<file path="config.mk">
export PLATFORM = sky130hd
export DESIGN_NAME = icpar_seq
export DESIGN_NICKNAME = d
export VERILOG_FILES = /design/src/rtl/icpar_pkg.sv /design/src/rtl/icpar_seq.sv
export SDC_FILE = /design/constraint.sdc
export NUM_CORES = 1
export LEC_CHECK = 0
export ABC_AREA = 1
export BUFFER_PORTS_ARGS = -buffer_cell sky130_fd_sc_hd__buf_4
export CORE_AREA = 3 3 40 42
export CTS_BUF_LIST = sky130_fd_sc_hd__clkbuf_4 sky130_fd_sc_hd__clkbuf_8
export CTS_CLUSTER_DIAMETER = 40
export DETAILED_ROUTE_END_ITERATION = 6
export DIE_AREA = 0 0 43 45
export GPL_TIMING_DRIVEN = 1
export PLACE_DENSITY = 0.72
export RECOVER_POWER = 50
export SYNTH_ARGS = -nofsm -noshare
export SYNTH_HDL_FRONTEND = slang
export SYNTH_SLANG_ARGS = --single-unit
</file>
<file path="constraint.sdc">
create_clock -name clk -period 1.3 [get_ports clk]
set_input_delay 0.325 -clock clk [delete_from_list [all_inputs] [get_ports clk]]
set_output_delay 0.325 -clock clk [all_outputs]
set_load 0.02 [all_outputs]
</file>
<file path="src/rtl/icpar_pkg.sv">
package icpar_pkg;

   typedef enum logic [1:0] {
      ST_IDLE = 2'd0,
      ST_TAG  = 2'd1,
      ST_BEAT = 2'd2
   } icpar_state_e;

   function automatic int unsigned icpar_cntw(input int unsigned n);
      return (n > 1) ? $clog2(n) : 1;
   endfunction

endpackage

</file>
<file path="src/rtl/icpar_seq.sv">
module icpar_seq
   import icpar_pkg::*;
#(
   parameter int unsigned WAYS     = 4,
   parameter int unsigned BEATS    = 4,
   parameter bit          HAS_DATA = 1'b1
) (
   input  logic clk,
   input  logic rst,
   input  logic start,
   input  logic data_en,
   input  logic in_valid,
   output logic in_ready,
   output logic tag_take,
   output logic beat_take,
   output logic clr,
   output logic done
);
   localparam int unsigned WAY_W  = icpar_cntw(WAYS);
   localparam int unsigned BEAT_W = icpar_cntw(BEATS);
   localparam logic [WAY_W-1:0]  WAY_LAST  = WAY_W'(WAYS - 1);
   localparam logic [BEAT_W-1:0] BEAT_LAST = BEAT_W'(BEATS - 1);

   generate
      if (WAYS == 0 || BEATS == 0) begin : g_bad_cnt
         $error("way and beat counts must be non-zero");
      end
   endgenerate

   icpar_state_e      state_q;
   logic [WAY_W-1:0]  way_q;
   logic [BEAT_W-1:0] beat_q;
   logic              den_q, done_q, den_in, xfer;

   generate
      if (HAS_DATA) begin : g_den
         assign den_in = data_en;
      end else begin : g_noden
         assign den_in = 1'b0;
      end
   endgenerate

   assign in_ready  = (state_q != ST_IDLE);
   assign xfer      = in_valid & in_ready;
   assign tag_take  = xfer & (state_q == ST_TAG);
   assign beat_take = xfer & (state_q == ST_BEAT);
   assign clr       = start & (state_q == ST_IDLE);
   assign done      = done_q;

   always_ff @(posedge clk) begin
      if (rst) begin
         state_q <= ST_IDLE;
         way_q   <= '0;
         beat_q  <= '0;
         den_q   <= 1'b0;
         done_q  <= 1'b0;
      end else begin
         done_q <= 1'b0;
         unique case (state_q)
            ST_IDLE: begin
               if (start) begin
                  state_q <= ST_TAG;
                  way_q   <= '0;
                  beat_q  <= '0;
                  den_q   <= den_in;
               end
            end
            ST_TAG: begin
               if (in_valid) begin
                  if (den_q) begin
                     state_q <= ST_BEAT;
                     beat_q  <= '0;
                  end else if (way_q == WAY_LAST) begin
                     state_q <= ST_IDLE;
                     done_q  <= 1'b1;
                  end else begin
                     way_q <= way_q + 1'b1;
                  end
               end
            end
            ST_BEAT: begin
               if (in_valid) begin
                  if (beat_q != BEAT_LAST) begin
                     beat_q <= beat_q + 1'b1;
                  end else if (way_q == WAY_LAST) begin
                     state_q <= ST_IDLE;
                     done_q  <= 1'b1;
                  end else begin
                     way_q   <= way_q + 1'b1;
                     state_q <= ST_TAG;
                  end
               end
            end
            default: state_q <= ST_IDLE;
         endcase
      end
   end
endmodule

</file>
==> results.json, run 1 <==
{
  "dr.first_iter.drc_count": 31,
  "synthCells": 90,
  "drtAntennaViolNets": 0,
  "hpwl_um": 1078,
  "final_cells": 126,
  "netlist_area_um2": 594.3,
  "drt-wirelength-per-cell_um": 12.39,
  "avgSynthCellArea_um2": 6.604,
  "p_per_area_nw_per_um2": 2151,
  "ios": 10,
  "crit_fanout": 4,
  "portBuffers": 9,
  "hold_ws_ns": 0.2184,
  "final_common_cell": "nand2_1",
  "fin_ws_ns": -0.2377,
  "power.total_uw": 1849,
  "hold_viol_final": 0,
  "maxSlewHeadroom_pct": 85.66,
  "cts_buffers": 3,
  "area_delta_synth_final_pct": 44.63,
  "clock-sinks": 8,
  "cts_tree": "done",
  "worst_pin_slew_ns": 0.2129,
  "layout.nets": 126,
  "cts.hold.buffers_added": 0,
  "die_height_um": 45,
  "vias": 650,
  "fin_crit_ns": 1.538,
  "fin_crit_sh_pct": 118.3,
  "place_congestion": 0.7743,
  "crit_type": "reg -> out",
  "h-tree-depth": 1,
  "ys_ff_latch": 8,
  "initial_core_util_pct": 46.25,
  "grt_use_total_pct": 17.86,
  "required_ns": 0.98,
  "drive_gt1_share_pct": 39.64,
  "fp-row-count": 13,
  "ir_drop_v": 0.001042,
  "dp.cells": 118,
  "skew_ns": 0.01007,
  "cap_viol_max_count": 0,
  "grt_max_degree": 9,
  "hp-class": "in -> reg",
  "antenna_cells": 0,
  "drv_slew": 0,
  "die_w_um": 43,
  "syn_nets": 103,
  "grt_pass1_wl_um": 2490,
  "setup_viol": 10,
  "vias_per_cell": 5.159,
  "clockRootBuffer": "clkbuf_4",
  "timing.fmax_mhz": 650.3,
  "die_area_um2": 1935,
  "grt_pass1_vias": 584,
  "critPathArrivalTime_ns": 1.21,
  "gr-total-overflow": 0,
  "route.detailed.drc": 0,
  "ys_seq_area_share_pct": 26.95,
  "synth_warnings": 0,
  "status": "complete, but fails checks",
  "endpoint_kind": "output pin",
  "drt-pass1-iter-count": 4,
  "leakagePower_uw": 0.0004233,
  "cts_buffer_depth": 2,
  "violations": "setup timing",
  "antenna_found_initial": 0,
  "rsz0062_at_grt": "yes",
  "final_cell_mix": "22 x nand2_1, 14 x buf_4, 10 x nor2_1",
  "clock_latency_ns": 0.27,
  "cts.clk_slew.worst_paths_ns": 0.07,
  "wl_um": 1561,
  "start_kind": "register",
  "ys_types": 20,
  "core-area_um2": 1285
}
==> sequential cells by signal, indices dropped and copies added (netlist names) <==
signal,flops
beat_q,2
state_q,2
way_q,2
den_q,1
done,1
==> synth_stat cells (all sizes together) <==
cell,instances,area (µm²)
nand2,24,92.59
nor2,15,73.82
inv,14,52.55
nand3,9,50.05
dfxtp,8,160.2
ha,8,100.1
a21oi,3,15.01
o21ai,3,15.01
and3,1,6.260
clkinv,1,3.750
nor3,1,5.000
nor4,1,6.260
o21a,1,7.510
or2,1,6.260
==> power by group <==
group / total, µW / switching (µW) / internal, µW
Sequential: 399 / 66.8 / 332
Combinational: 1240 / 669 / 569
Clock: 212 / 105 / 107
Total: 1850 / 842 / 1010
==> worst max-delay path, cell delays in order (launching register included) <==
cell	delay [ns]
dfxtp_4	0.37
inv_4	0.05
ha_4	0.18
inv_4	0.06
and3_4	0.16
buf_6	0.11
==> timing repair <==
| action | 4_1_cts | 5_1_grt |
|---|---|---|
| pin swaps | 4 | 7 |
| setup buffers | 4 | 1 |
| gates resized for setup | 12 | 4 |
| endpoints found under the hold margin | 0 | 0 |
| setup endpoints to repair | 10 | 10 |
==> cells by family (layout without fill, tap and decap cells) <==
kind of cell,after synthesis,count (layout),synth area share (%)
AO/OA/AOI/OAI,7,7,6.315
adder cells (fa/ha/maj),8,8,16.84
buffers and inverters,15,36,9.473
flip-flops,8,8,26.95
AND/OR/NAND/NOR,52,52,40.42
==> routing by layer <==
| layer | global-route usage (%) | vias up | routed length [µm] |
|---|---|---|---|
| met5 | 0 | - | 0 |
| met4 | 13.86 | 0 | 53 |
| met3 | 4.382 | 7 | 102 |
| met2 | 30.84 | 28 | 793 |
| met1 | 18.69 | 289 | 611 |
| li1 | - | 326 | - |
==> final cells by class <==
type,instances,area (µm²)
fillers,100,425.4
flip-flops and latches,8,165.2
clock buffers,3,22.52
inverters,15,61.31
well taps,15,18.77
multi-input cells,67,441.7
repair buffers,18,150.1
==> metrics by stage <==
stage	setup slack, ns	utilization (%)	TNS, ns	cell area (µm²)
after floorplan	0.02324	-	0	626.9
after global placement	-0.05852	57.84	-0.3708	743.2
after detailed placement	-0.07696	57.84	-0.5186	743.2
after CTS	-0.2272	65.43	-1.229	840.8
after global routing	-0.2874	66.89	-1.988	859.6
final	-0.2377	66.89	-1.282	859.6
==> worst paths after layout <==
check | start | cells after the start | slack (ns) | end
worst max-delay path | state_q[0] | 5 | -0.24 | tag_take
worst min-delay path | rst | 2 | 0.22 | done
worst max register to register | state_q[0] | 9 | -0.08 | way_q[1]
worst min register to register | beat_q[1] | 2 | 0.48 | beat_q[1]
(Power assumes the default switching activity.)
==> run 2, diff against run 1 <==
PLACE_DENSITY = 0.7   (was 0.72)
clock period = 1.8 ns   (was 1.3 ns; I/O delays follow)
==> run 2 against run 1 <==
Effect of this change:
- largest power group unchanged
- non-clock buffer count decreased by 9
- cell count decreased by 7.1%
- sequential share of layout area increased by 3.7 points
- the run now ends clean
- global-route usage decreased by 2.4 points
- clock-buffer cell count unchanged
- sequential power decreased by 28%
==> results.json, run 2 (synthesis gave the netlist of run 1 again) <==
{
  "crit_chain": "inv_2, ha_4, inv_2, and3_1, buf_4",
  "drt-wirelength-per-cell_um": 10.85,
  "antenna_found_initial": 0,
  "clock-sinks": 8,
  "worst_pin_slew_ns": 0.3312,
  "holdPathStages": 2,
  "hpwl_um": 974.4,
  "grt_pass1_wl_um": 2221,
  "dr.first_iter.drc_count": 14,
  "fin_crit_ns": 1.704,
  "setup_viol": 0,
  "die_area_um2": 1935,
  "hold_viol_final": 0,
  "clock_latency_ns": 0.26,
  "cp_slowest_cell": "dfxtp_2",
  "ios": 10,
  "grt_pass1_vias": 541,
  "area_delta_synth_final_pct": 21.05,
  "final_cell_mix": "23 x nand2_1, 12 x nor2_1, 8 x nand3_1, 8 x buf_4",
  "finalInstanceArea_um2": 719.4,
  "cts_tree": "done",
  "min_to": "done",
  "crit_type": "reg -> out",
  "grt_max_degree": 9,
  "finalSetupTns_ns": 0,
  "drive_gt1_share_pct": 27.45,
  "power.total_uw": 1094,
  "post-cts-setup-buffers": 0,
  "hp-class": "in -> reg",
  "hp-start": "rst",
  "drv_slew": 0,
  "critPathArrivalTime_ns": 1.25,
  "cap_viol_max_count": 0,
  "place_congestion": 0.8651,
  "core-area_um2": 1285,
  "required_ns": 1.35,
  "drt-pass1-iter-count": 4,
  "worstReg2RegEnd": "state_q[0]",
  "leakagePower_uw": 0.0003658,
  "final_common_cell": "nand2_1",
  "dpl_cell_area_um2": 680.7,
  "start_kind": "register",
  "layout.nets": 117,
  "portBuffers": 9,
  "grt_use_total_pct": 15.49,
  "crit_fanout": 5,
  "route.detailed.drc": 0,
  "fin_crit_sh_pct": 94.67,
  "antenna_cells": 0,
  "vias": 602,
  "top_regs": "beat_q (2), state_q (2), way_q (2)",
  "endpoint_kind": "output pin",
  "r2r_slack_ns": 0.32,
  "ir_drop_v": 0.0007572,
  "timing.fmax_mhz": 586.9,
  "worstRegToRegCells": 8,
  "fp-row-count": 13,
  "post-place-ws_ns": 0.2151,
  "wl_um": 1270,
  "fin_ws_ns": 0.09602,
  "skew_ns": 0.001406,
  "drtAntennaViolNets": 0,
  "cts_buffer_depth": 2,
  "slowest_delay_ns": 0.37,
  "initial_core_util_pct": 46.25,
  "h-tree-depth": 1,
  "clockRootBuffer": "clkbuf_4",
  "p_per_area_nw_per_um2": 1520,
  "status": "finished, final reports clean",
  "die_height_um": 45,
  "die_w_um": 43,
  "vias_per_cell": 5.145,
  "maxSlewHeadroom_pct": 77.90,
  "cts_buffers": 3,
  "cts.clk_slew.worst_paths_ns": 0.06,
  "regToRegStartpoint": "state_q[1]",
  "crit_path_frequent_cell": "inv_2",
  "gr-total-overflow": 0
}
## run 2: cell types whose count changed in the layout (fill, tap and decap cells not counted), sizes merged
cell / delta
buf: -10
clkbuf: +1
## run 2: worst max-delay path: cells and delay by family (launching register included)
| family | cells | cell delay [ns] |
|---|---|---|
| buffers and inverters | 3 | 0.30 |
| DFF | 1 | 0.37 |
| adders and majority gates | 1 | 0.17 |
| and+or+nand+nor | 1 | 0.15 |
## run 2: what timing repair did
action / CTS / global route
hold buffers: 0 / 0
resized for setup: 3 / 6
endpoints found under the setup margin: 3 / 2
## run 2: cell type report
| class | count | area, µm² |
|---|---|---|
| clock buffers | 3 | 22.52 |
| repair buffers | 9 | 63.81 |
| well taps | 15 | 18.77 |
| flip-flops and latches | 8 | 165.2 |
| fillers | 131 | 565.5 |
| inverters | 15 | 56.30 |
| multi-input cells | 67 | 392.9 |
## run 2: worst max-delay path by stage
stage	from	depth (start not counted)	end
finish	state_q[1]	5	tag_take
global route	state_q[0]	5	beat_take
CTS	state_q[0]	5	tag_take
detailed placement	state_q[0]	5	tag_take
global placement	state_q[0]	5	tag_take
floorplan	state_q[0]	3	beat_take
## run 2: power breakdown
group	total [µW]	internal, µW	switching (µW)
clock	146	76.9	69.3
sequential	289	240	49.8
combinational	658	264	394
## run 2: per-layer routing
| layer | vias up | share of wire, % | GRT usage (%) |
|---|---|---|---|
| met4 | 0 | 4.2 | 11.45 |
| li1 | 306 | - | - |
| met1 | 272 | 43 | 18.31 |
| met3 | 7 | 6.6 | 3.984 |
| met2 | 17 | 46 | 24.25 |
| met5 | - | 0 | 0 |
## run 2: through the flow
step	hold slack [ns]	std cells	util (%)
after detailed placement	0.4860	114	52.97
final	0.3538	117	55.99
after global routing	0.3639	117	55.99
after global placement	0.4794	114	52.97
after CTS	0.3498	117	55.11
after floorplan	0.4556	90	-
